--- config.mk ---
export PLATFORM = sky130hd
export DESIGN_NAME = sdir_ctrl
export DESIGN_NICKNAME = d
export VERILOG_FILES = /design/src/rtl/sdir_pkg.sv /design/src/rtl/sdir_walk.sv /design/src/rtl/sdir_store.sv /design/src/rtl/sdir_decide.sv /design/src/rtl/sdir_ctrl.sv
export SDC_FILE = /design/constraint.sdc
export NUM_CORES = 1
export LEC_CHECK = 0
export CAP_MARGIN = 40
export CORE_AREA = 2 2 170 172
export CTS_CLUSTER_SIZE = 30
export DETAILED_ROUTE_END_ITERATION = 16
export DIE_AREA = 0 0 172 174
export GPL_TIMING_DRIVEN = 0
export PLACE_DENSITY = 0.66
export RECOVER_POWER = 50
export SETUP_SLACK_MARGIN = 0.05
export SYNTH_ARGS = -nofsm -noshare
export SYNTH_HDL_FRONTEND = slang
export SYNTH_SLANG_ARGS = --single-unit
--- constraint.sdc ---
create_clock -name clk -period 20.1 [get_ports clk]
set_input_delay 4.02 -clock clk [delete_from_list [all_inputs] [get_ports clk]]
set_output_delay 4.02 -clock clk [all_outputs]
set_load 0.05 [all_outputs]
--- src/rtl/sdir_pkg.sv ---
package sdir_pkg;

  typedef enum logic [1:0] {
    OP_READ  = 2'd0,
    OP_WRITE = 2'd1,
    OP_CLEAN = 2'd2,
    OP_NONE  = 2'd3
  } op_e;

  typedef enum logic [1:0] {
    RC_HIT   = 2'd0,
    RC_DROP  = 2'd1,
    RC_RETRY = 2'd2,
    RC_BCAST = 2'd3
  } code_e;

  typedef enum logic {
    ST_IDLE = 1'b0,
    ST_LOOK = 1'b1
  } st_e;

endpackage

--- src/rtl/sdir_walk.sv ---
module sdir_walk #(
  parameter int SETS = 4
) (
  input  logic                    clk,
  input  logic                    rst_ni,
  output logic                    busy_o,
  output logic [$clog2(SETS)-1:0] set_o
);

  localparam int SET_W = $clog2(SETS);
  localparam logic [SET_W-1:0] LAST = SET_W'(SETS - 1);

  logic             busy_d;
  logic [SET_W-1:0] set_d;

  always_comb begin
    busy_d = busy_o;
    set_d  = set_o;
    if (busy_o) begin
      if (set_o == LAST) busy_d = 1'b0;
      else               set_d  = set_o + 1'b1;
    end
  end

  always_ff @(posedge clk or negedge rst_ni) begin
    if (!rst_ni) begin
      busy_o <= 1'b1;
      set_o  <= '0;
    end else if (busy_o) begin
      busy_o <= busy_d;
      set_o  <= set_d;
    end
  end

  // the walk advances by exactly one set per cycle
  a_r1_walk_step: assert property (@(posedge clk) disable iff (!rst_ni)
    (busy_o && set_o != '0) |-> (set_o == $past(set_o) + 1'b1));

endmodule

--- src/rtl/sdir_store.sv ---
module sdir_store #(
  parameter int SETS  = 4,
  parameter int WAYS  = 4,
  parameter int TAG_W = 8,
  parameter int CNT_W = 3
) (
  input  logic                              clk,
  input  logic                              rst_ni,
  input  logic                              fill_en,
  input  logic [$clog2(SETS)-1:0]           fill_set,
  input  logic [WAYS-1:0][TAG_W-1:0]        fill_tag,
  input  logic                              wr_en,
  input  logic [$clog2(SETS)-1:0]           wr_set,
  input  logic [$clog2(WAYS)-1:0]           wr_way,
  input  logic                              wr_valid,
  input  logic                              wr_dirty,
  input  logic                              wr_cnt,
  input  logic [CNT_W-1:0]                  wr_count,
  input  logic [TAG_W-1:0]                  wr_tag,
  input  logic [$clog2(SETS)-1:0]           rd_set,
  output logic [WAYS-1:0]                   rd_valid,
  output logic [WAYS-1:0]                   rd_dirty,
  output logic [WAYS-1:0]                   rd_cnt,
  output logic [WAYS-1:0][CNT_W-1:0]        rd_count,
  output logic [WAYS-1:0][TAG_W-1:0]        rd_tag
);

  localparam int SET_W = $clog2(SETS);

  logic [SETS-1:0][WAYS-1:0]            v_q, v_d;
  logic [SETS-1:0][WAYS-1:0]            d_q, d_d;
  logic [SETS-1:0][WAYS-1:0]            c_q, c_d;
  logic [SETS-1:0][WAYS-1:0][CNT_W-1:0] n_q, n_d;
  logic [SETS-1:0][WAYS-1:0][TAG_W-1:0] t_q, t_d;

  always_comb begin
    v_d = v_q;
    d_d = d_q;
    c_d = c_q;
    n_d = n_q;
    t_d = t_q;
    for (int s = 0; s < SETS; s++) begin
      if (fill_en && fill_set == SET_W'(s)) begin
        for (int w = 0; w < WAYS; w++) begin
          v_d[s][w] = 1'b1;
          d_d[s][w] = 1'b0;
          c_d[s][w] = 1'b0;
          n_d[s][w] = '0;
          t_d[s][w] = fill_tag[w];
        end
      end
    end
    if (wr_en) begin
      v_d[wr_set][wr_way] = wr_valid;
      d_d[wr_set][wr_way] = wr_dirty;
      c_d[wr_set][wr_way] = wr_cnt;
      n_d[wr_set][wr_way] = wr_count;
      t_d[wr_set][wr_way] = wr_tag;
    end
  end

  always_ff @(posedge clk or negedge rst_ni) begin
    if (!rst_ni) begin
      v_q <= '0;
      d_q <= '0;
      c_q <= '0;
      n_q <= '0;
      t_q <= '0;
    end else if (fill_en || wr_en) begin
      v_q <= v_d;
      d_q <= d_d;
      c_q <= c_d;
      n_q <= n_d;
      t_q <= t_d;
    end
  end

  assign rd_valid = v_q[rd_set];
  assign rd_dirty = d_q[rd_set];
  assign rd_cnt   = c_q[rd_set];
  assign rd_count = n_q[rd_set];
  assign rd_tag   = t_q[rd_set];

  // the preload walk and lookup updates never collide
  a_r1_fill_excl: assert property (@(posedge clk) disable iff (!rst_ni)
    fill_en |-> !wr_en);

endmodule

--- src/rtl/sdir_decide.sv ---
module sdir_decide
  import sdir_pkg::*;
#(
  parameter int WAYS       = 4,
  parameter int TAG_W      = 8,
  parameter int CNT_W      = 3,
  parameter int COPY_LIMIT = 2
) (
  input  logic                       scratch,
  input  op_e                        op,
  input  logic [TAG_W-1:0]           tag,
  input  logic [WAYS-1:0]            rd_valid,
  input  logic [WAYS-1:0]            rd_dirty,
  input  logic [WAYS-1:0]            rd_cnt,
  input  logic [WAYS-1:0][CNT_W-1:0] rd_count,
  input  logic [WAYS-1:0][TAG_W-1:0] rd_tag,
  input  logic                       ivt_gnt,
  input  logic                       ivt_match,
  output logic                       need_ivt,
  output logic                       resolve,
  output code_e                      code,
  output logic                       refill,
  output logic                       wb,
  output logic                       err,
  output logic                       upd_en,
  output logic [$clog2(WAYS)-1:0]    upd_way,
  output logic                       upd_valid,
  output logic                       upd_dirty,
  output logic                       upd_cnt,
  output logic [CNT_W-1:0]           upd_count,
  output logic [TAG_W-1:0]           upd_tag
);

  localparam int WAY_W = $clog2(WAYS);
  localparam logic [CNT_W-1:0] CNT_MAX = {CNT_W{1'b1}};
  localparam logic [CNT_W-1:0] LIMIT   = CNT_W'(COPY_LIMIT);

  logic             hit;
  logic [WAY_W-1:0] hw;
  logic             e_dirty, e_cnt;
  logic [CNT_W-1:0] e_count;
  logic [TAG_W-1:0] e_tag;
  logic             pend;

  always_comb begin
    hit = 1'b0;
    hw  = '0;
    for (int w = 0; w < WAYS; w++) begin
      if (!hit && rd_valid[w] && rd_tag[w] == tag) begin
        hit = 1'b1;
        hw  = WAY_W'(w);
      end
    end
  end

  assign e_dirty  = rd_dirty[hw];
  assign e_cnt    = rd_cnt[hw];
  assign e_count  = rd_count[hw];
  assign e_tag    = rd_tag[hw];
  assign need_ivt = hit && scratch && e_cnt && (op == OP_READ || op == OP_CLEAN);
  assign resolve  = !need_ivt || ivt_gnt;
  assign pend     = need_ivt && ivt_match;
  assign upd_way  = hw;

  always_comb begin
    code      = RC_DROP;
    refill    = 1'b0;
    wb        = 1'b0;
    err       = 1'b0;
    upd_en    = 1'b0;
    upd_valid = 1'b1;
    upd_dirty = e_dirty;
    upd_cnt   = e_cnt;
    upd_count = e_count;
    upd_tag   = e_tag;
    unique case (op)
      OP_READ: begin
        if (!hit) begin
          refill = !scratch;
        end else if (pend) begin
          code = RC_RETRY;
        end else begin
          code      = RC_HIT;
          upd_en    = 1'b1;
          upd_count = (e_count == CNT_MAX) ? e_count : e_count + 1'b1;
          upd_cnt   = e_cnt || (e_count >= LIMIT);
        end
      end
      OP_WRITE: begin
        if (!hit) begin
          refill = !scratch;
        end else if (e_cnt && e_count != '0) begin
          code      = RC_BCAST;
          upd_en    = 1'b1;
          upd_count = '0;
          if (scratch) begin
            upd_dirty = 1'b1;
          end else begin
            wb        = 1'b1;
            upd_valid = 1'b0;
            upd_dirty = 1'b0;
            upd_cnt   = 1'b0;
            upd_tag   = '0;
          end
        end else begin
          code      = RC_HIT;
          upd_en    = 1'b1;
          upd_dirty = 1'b1;
        end
      end
      OP_CLEAN: begin
        if (hit) begin
          code = RC_HIT;
          if (!pend) begin
            upd_en    = 1'b1;
            upd_count = (e_count == '0) ? '0 : e_count - 1'b1;
            err       = !scratch && (e_count == '0);
          end
        end
      end
      default: code = RC_DROP;
    endcase
  end

endmodule

--- src/rtl/sdir_ctrl.sv ---
module sdir_ctrl
  import sdir_pkg::*;
#(
  parameter int SETS       = 4,
  parameter int WAYS       = 4,
  parameter int TAG_W      = 8,
  parameter int X_W        = 2,
  parameter int Y_W        = 2,
  parameter int CNT_W      = 3,
  parameter int COPY_LIMIT = 2
) (
  input  logic                             clk,
  input  logic                             rst_n,
  input  logic [X_W-1:0]                   tile_x,
  input  logic [Y_W-1:0]                   tile_y,
  input  logic                             cfg_wr_en,
  input  logic [31:0]                      cfg_wr_data,
  output logic                             cfg_ack,
  input  logic                             req_valid,
  output logic                             req_ready,
  input  logic [1:0]                       req_op,
  input  logic [TAG_W+$clog2(SETS)-1:0]    req_line,
  output logic                             ivt_req,
  output logic [TAG_W+$clog2(SETS)-1:0]    ivt_line,
  input  logic                             ivt_gnt,
  input  logic                             ivt_match,
  output logic                             rsp_valid,
  output logic [1:0]                       rsp_code,
  output logic                             rsp_refill,
  output logic                             rsp_wb,
  output logic                             rsp_err,
  output logic                             upd_en,
  output logic [$clog2(SETS)-1:0]          upd_set,
  output logic [$clog2(WAYS)-1:0]          upd_way,
  output logic                             upd_valid,
  output logic                             upd_dirty,
  output logic                             upd_cnt_mode,
  output logic [CNT_W-1:0]                 upd_count,
  output logic [TAG_W-1:0]                 upd_tag
);

  localparam int SET_W  = $clog2(SETS);
  localparam int WAY_W  = $clog2(WAYS);
  localparam int LINE_W = TAG_W + SET_W;
  localparam int SHIFT  = TAG_W - X_W - Y_W;

  // reset: asserted asynchronously, released on the clock
  logic [1:0] sync_q;
  logic       rst_i;

  always_ff @(posedge clk or negedge rst_n) begin
    if (!rst_n) sync_q <= 2'b00;
    else        sync_q <= {sync_q[0], 1'b1};
  end
  assign rst_i = sync_q[1];

  // preload walk
  logic             walk_busy;
  logic [SET_W-1:0] walk_set;
  logic [WAYS-1:0][TAG_W-1:0] fill_tag;

  sdir_walk #(.SETS(SETS)) u_walk (
    .clk    (clk),
    .rst_ni (rst_i),
    .busy_o (walk_busy),
    .set_o  (walk_set)
  );

  for (genvar w = 0; w < WAYS; w++) begin : g_fill
    assign fill_tag[w] = (TAG_W'({tile_x, tile_y}) << SHIFT) | TAG_W'(w);
  end

  // mode register
  logic mode_q, cfg_ack_q;

  always_ff @(posedge clk or negedge rst_i) begin
    if (!rst_i) begin
      mode_q    <= 1'b1;
      cfg_ack_q <= 1'b0;
    end else begin
      cfg_ack_q <= cfg_wr_en;
      if (cfg_wr_en) mode_q <= |cfg_wr_data;
    end
  end
  assign cfg_ack = cfg_ack_q;

  // request capture and state
  st_e              state_q, state_d;
  op_e              op_q;
  logic [LINE_W-1:0] line_q;
  logic             accept, look;

  assign req_ready = !walk_busy && state_q == ST_IDLE;
  assign accept    = req_valid && req_ready;
  assign look      = state_q == ST_LOOK;

  // store and decision
  logic [WAYS-1:0]            rd_valid, rd_dirty, rd_cnt;
  logic [WAYS-1:0][CNT_W-1:0] rd_count;
  logic [WAYS-1:0][TAG_W-1:0] rd_tag;
  logic             need_ivt, resolve, d_refill, d_wb, d_err, d_upd;
  code_e            d_code;
  logic [WAY_W-1:0] d_way;
  logic             d_valid, d_dirty, d_cnt;
  logic [CNT_W-1:0] d_count;
  logic [TAG_W-1:0] d_tag;
  logic             finish;

  assign finish = look && resolve;

  sdir_store #(.SETS(SETS), .WAYS(WAYS), .TAG_W(TAG_W), .CNT_W(CNT_W)) u_store (
    .clk      (clk),
    .rst_ni   (rst_i),
    .fill_en  (walk_busy),
    .fill_set (walk_set),
    .fill_tag (fill_tag),
    .wr_en    (finish && d_upd),
    .wr_set   (line_q[SET_W-1:0]),
    .wr_way   (d_way),
    .wr_valid (d_valid),
    .wr_dirty (d_dirty),
    .wr_cnt   (d_cnt),
    .wr_count (d_count),
    .wr_tag   (d_tag),
    .rd_set   (line_q[SET_W-1:0]),
    .rd_valid (rd_valid),
    .rd_dirty (rd_dirty),
    .rd_cnt   (rd_cnt),
    .rd_count (rd_count),
    .rd_tag   (rd_tag)
  );

  sdir_decide #(.WAYS(WAYS), .TAG_W(TAG_W), .CNT_W(CNT_W), .COPY_LIMIT(COPY_LIMIT)) u_decide (
    .scratch   (mode_q),
    .op        (op_q),
    .tag       (line_q[LINE_W-1:SET_W]),
    .rd_valid  (rd_valid),
    .rd_dirty  (rd_dirty),
    .rd_cnt    (rd_cnt),
    .rd_count  (rd_count),
    .rd_tag    (rd_tag),
    .ivt_gnt   (ivt_gnt),
    .ivt_match (ivt_match),
    .need_ivt  (need_ivt),
    .resolve   (resolve),
    .code      (d_code),
    .refill    (d_refill),
    .wb        (d_wb),
    .err       (d_err),
    .upd_en    (d_upd),
    .upd_way   (d_way),
    .upd_valid (d_valid),
    .upd_dirty (d_dirty),
    .upd_cnt   (d_cnt),
    .upd_count (d_count),
    .upd_tag   (d_tag)
  );

  assign ivt_req  = look && need_ivt;
  assign ivt_line = line_q;

  always_comb begin
    state_d = state_q;
    if (accept)      state_d = ST_LOOK;
    else if (finish) state_d = ST_IDLE;
  end

  always_ff @(posedge clk or negedge rst_i) begin
    if (!rst_i) begin
      state_q <= ST_IDLE;
      op_q    <= OP_NONE;
      line_q  <= '0;
    end else begin
      state_q <= state_d;
      if (accept) begin
        op_q   <= op_e'(req_op);
        line_q <= req_line;
      end
    end
  end

  // response registers
  always_ff @(posedge clk or negedge rst_i) begin
    if (!rst_i) begin
      rsp_valid    <= 1'b0;
      rsp_code     <= 2'd0;
      rsp_refill   <= 1'b0;
      rsp_wb       <= 1'b0;
      rsp_err      <= 1'b0;
      upd_en       <= 1'b0;
      upd_set      <= '0;
      upd_way      <= '0;
      upd_valid    <= 1'b0;
      upd_dirty    <= 1'b0;
      upd_cnt_mode <= 1'b0;
      upd_count    <= '0;
      upd_tag      <= '0;
    end else begin
      rsp_valid <= finish;
      upd_en    <= finish && d_upd;
      if (finish) begin
        rsp_code     <= d_code;
        rsp_refill   <= d_refill;
        rsp_wb       <= d_wb;
        rsp_err      <= d_err;
        upd_set      <= line_q[SET_W-1:0];
        upd_way      <= d_way;
        upd_valid    <= d_valid;
        upd_dirty    <= d_dirty;
        upd_cnt_mode <= d_cnt;
        upd_count    <= d_count;
        upd_tag      <= d_tag;
      end
    end
  end

  // every mode write is acknowledged on the next cycle
  a_r2_cfg_ack: assert property (@(posedge clk) disable iff (!rst_i)
    cfg_wr_en |=> cfg_ack);

  // a drop never rewrites the directory
  a_r4_drop_no_update: assert property (@(posedge clk) disable iff (!rst_i)
    (rsp_valid && rsp_code == RC_DROP) |-> !upd_en);

  // scratchpad mode never asks for a refill
  a_r4_no_refill: assert property (@(posedge clk) disable iff (!rst_i)
    (rsp_valid && $past(mode_q)) |-> !rsp_refill);

  // no answer while the table is not granted
  a_r6_wait_grant: assert property (@(posedge clk) disable iff (!rst_i)
    (ivt_req && !ivt_gnt) |=> !rsp_valid);

  // a retry only follows a granted search that matched
  a_r6_retry_match: assert property (@(posedge clk) disable iff (!rst_i)
    (rsp_valid && rsp_code == RC_RETRY) |-> $past(ivt_req && ivt_gnt && ivt_match));

  // scratchpad broadcast keeps the line resident and dirty
  a_r7_bcast_keep: assert property (@(posedge clk) disable iff (!rst_i)
    (rsp_valid && rsp_code == RC_BCAST && $past(mode_q))
      |-> (upd_en && upd_valid && upd_dirty && upd_count == '0 && !rsp_wb));

  // normal broadcast drops the line and writes it back
  a_r8_bcast_evict: assert property (@(posedge clk) disable iff (!rst_i)
    (rsp_valid && rsp_code == RC_BCAST && !$past(mode_q)) |-> (rsp_wb && !upd_valid));

  // a response only follows a pending lookup, and updates ride on it
  a_r12_rsp_origin: assert property (@(posedge clk) disable iff (!rst_i)
    rsp_valid |-> $past(state_q == ST_LOOK));
  a_r12_upd_with_rsp: assert property (@(posedge clk) disable iff (!rst_i)
    upd_en |-> rsp_valid);

endmodule

==> metrics.cfg <==
[floorplanning]
ioPinCount=92
die_y_microns=174
std_cell_rows=62
fp.dieArea_sq_um=29900
die_w_microns=172
core_sq_um=28200
start_util_pct=48.1

[clock_network]
cts-htree-levels=1
insertion_delay_ps=560
cts_sinks=269
postCtsHoldBufs=0
cts_root_buffer=clkbuf_16
cts-resized-gates=0
post_cts_buffers=0
clockBufferDepth=3
cts.clk_slew.worst_paths_ps=60
tritoncts=done
numCtsBuffers=29

[global_route]
antenna_found_initial=0
overflow=0
grt_pass1_wl_microns=71000
grt_max_degree=65
grt_pass1_vias=11400
track_usage_pct=31.9

[pwr]
ir_worst_vdd_mv=0.0620
switching_share_pct=28.0
internal_power_w=0.000977
pwr_density_cell_nw_per_um2=84.5
p_comb_share_pct=16.4
clockPowerShare_pct=40.8
switchingPower_w=0.000380
p_leak_nw=6.82
power_frac_seq_pct=42.8

[detailed_routing]
viasPerCell=6.54
routedWlPerCell_microns=26.0
drc=0
drtIter0Drc=1681
antenna_left=0
drt_wl_total_microns=47400
vias=11900
drtPass1Iterations=6

[synthesis]
syn_nets=1344
synth_edf_count=0
synthFlopType=dfrtp_1
async_reset_ff_share_pct=100
synth_seq_cells=269
syn_inst=1281
yosysWarnings=0
syn_avg_cell_area_sq_um=10.6
seq_area_frac_synth_pct=49.6
syn_area_sq_um=13600
synth_cell_types=82

[timing]
fin_ws_ps=10690
skew_ps=16.6
rsz0062_at_grt=no
maxSlewHeadroom_pct=-128
fin_crit_sh_pct=46.8
worstMarginPinSlew_ps=3420
fin_crit_ps=9410
setup_tns_ps=0
final_hold_viol_count=0
slew_violations=240
max_freq_mhz=106
setup_violations=0

[setup_path]
crit_buf_inv=3
path_class=reg -> out
worstPathArrival_ps=5390
cp_common_cell=clkbuf_1
max_stage_delay_ps=870
cp_slowest_cell=clkdlybuf4s50_1
cp-start-kind=flip-flop
crit_family=buffers and inverters
cp-end-kind=output pin
cp_max_fo=10
crit_chain=clkbuf_1, clkbuf_1, mux4_2, xor2_1, nor4_2, and4bb_2, o21a_1, or2_1, nor4_1, clkdlybuf4s50_1
crit_required_ps=16080

[cells_and_area]
postLayoutCoreUtil_pct=56.8
drive_gt1_share_pct=13.5
finalNetCount=1478
synthToLayoutAreaGrowth_pct=18.1
antenna_cells=0

[hold_path]
worstHoldPathType=reg -> reg

[run]
drv_cap=4

[run_status]
failed_checks=max-capacitance violations, max-slew violations
status=finished with violations

[placement]
dp_slack_ps=11500
io_buffers=91
gp_congestion=0.983
hpwl_microns=34600

## logic make-up after synthesis
kind of cell	after synthesis	share of synthesized area (%)
and+or+nand+nor	362	14.0
xor gates and xnor gates	34	2.25
AOI/OAI and AO/OA	380	17.3
adders and majority gates	9	0.829
DFF	269	49.6
other	1	0.0276
buffers and inverters	142	4.94
muxes	84	11.1
## power groups by stage
stage	clock (W)	sequential, W	combinational [W]
finish	0.000553	0.000581	0.000223
CTS	0.000554	0.000580	0.000222
floorplan	0	0.000614	0.000120
detailed placement	0	0.000590	0.000221
global placement	0	0.000598	0.000206
global route	0.000577	0.000583	0.000236
## synth_stat cells (8+ instances only)
| cell type | number | area share (%) |
|---|---|---|
| a211oi_1 | 67 | 3.7 |
| a21oi_1 | 126 | 4.6 |
| a31oi_1 | 21 | 0.97 |
| and2_1 | 8 | 0.37 |
| and3_1 | 21 | 0.97 |
| buf_2 | 43 | 1.6 |
| clkbuf_1 | 63 | 1.7 |
| dfrtp_1 | 265 | 49 |
| ha_1 | 9 | 0.83 |
| inv_1 | 15 | 0.41 |
| mux2_2 | 11 | 0.91 |
| mux2i_1 | 22 | 1.6 |
| mux4_1 | 8 | 1.5 |
| mux4_2 | 41 | 6.8 |
| nand2_1 | 82 | 2.3 |
| nand3_1 | 115 | 4.2 |
| nand4_1 | 9 | 0.41 |
| nor2_1 | 32 | 0.88 |
| nor3_1 | 35 | 1.3 |
| nor4_1 | 10 | 0.46 |
| o21ai_0 | 99 | 3.6 |
| o21ai_2 | 9 | 0.58 |
| o31ai_1 | 18 | 0.99 |
| or3_1 | 17 | 0.78 |
| xnor2_1 | 32 | 2.1 |
## flip-flops by register name, summed over array words and instances (netlist names), 2 cells and up
name	count
ivt_line	10
op_q	2
rsp_code	2
sync_q	2
u_store.c_q	16
u_store.d_q	16
u_store.n_q	48
u_store.t_q	128
u_store.v_q	16
u_walk.set_o	2
upd_count	3
upd_set	2
upd_tag	8
upd_way	2
## cells in the final DEF (no fill, tap or decap), drive strengths merged, types with 19 or more instances in the layout
cell           Yosys  final
nand2             83     83
nor2              33     33
a211oi            67     67
mux2i             24     24
dfrtp            265    265
nor3              40     40
clkbuf            64    115
and3              21     21
o31ai             19     19
nand3            116    116
a31oi             22     22
o21ai            110    110
xnor2             33     33
mux4              49     49
clkdlybuf4s50      0     87
buf               61     65
a21oi            126    126
## stage by stage
step                hold slack, ps  instances  power, W  cell area [sq um]
detailed placement             324       1768  0.000811              15200
floorplan                      331       1281  0.000734              13600
global placement               334       1756  0.000804              15000
CTS                            335       1821   0.00136              16200
global route                   380       1821   0.00140              16000
finish                         351       1821   0.00136              16000
## routing by layer
metal  up-vias  share of wire, %  GRT usage [%]
met2       800                44           47.0
li1       5061                 -              -
met4         0               4.5           12.6
met1      5915                41           46.6
met3       137                11           6.08
met5         -                 0              0
## worst paths after layout
kind                             start              end  slack (ps)  cells past startpoint
setup / recovery           ivt_line[1]          ivt_req       10690                     10
hold / removal               sync_q[0]        sync_q[1]         350                      0
setup reg to reg           ivt_line[1]  u_store.t_q[50]       13360                     15
hold reg to reg              sync_q[0]        sync_q[1]         350                      0
max in group asynchronous    sync_q[1]  u_store.t_q[40]       13420                      2
min in group asynchronous    sync_q[1]  u_store.n_q[26]         590                      0
## area by class of cell
type / instances / area, sq um
fill: 2511 / 12200
sequential: 269 / 6740
multi-input combinational: 870 / 6180
timing repair buffer: 103 / 1000
clock buffer: 43 / 848
buffer: 125 / 603
tap: 384 / 480
clock inverter: 10 / 128
inverter: 17 / 63.8
(Power assumes the default switching activity.)
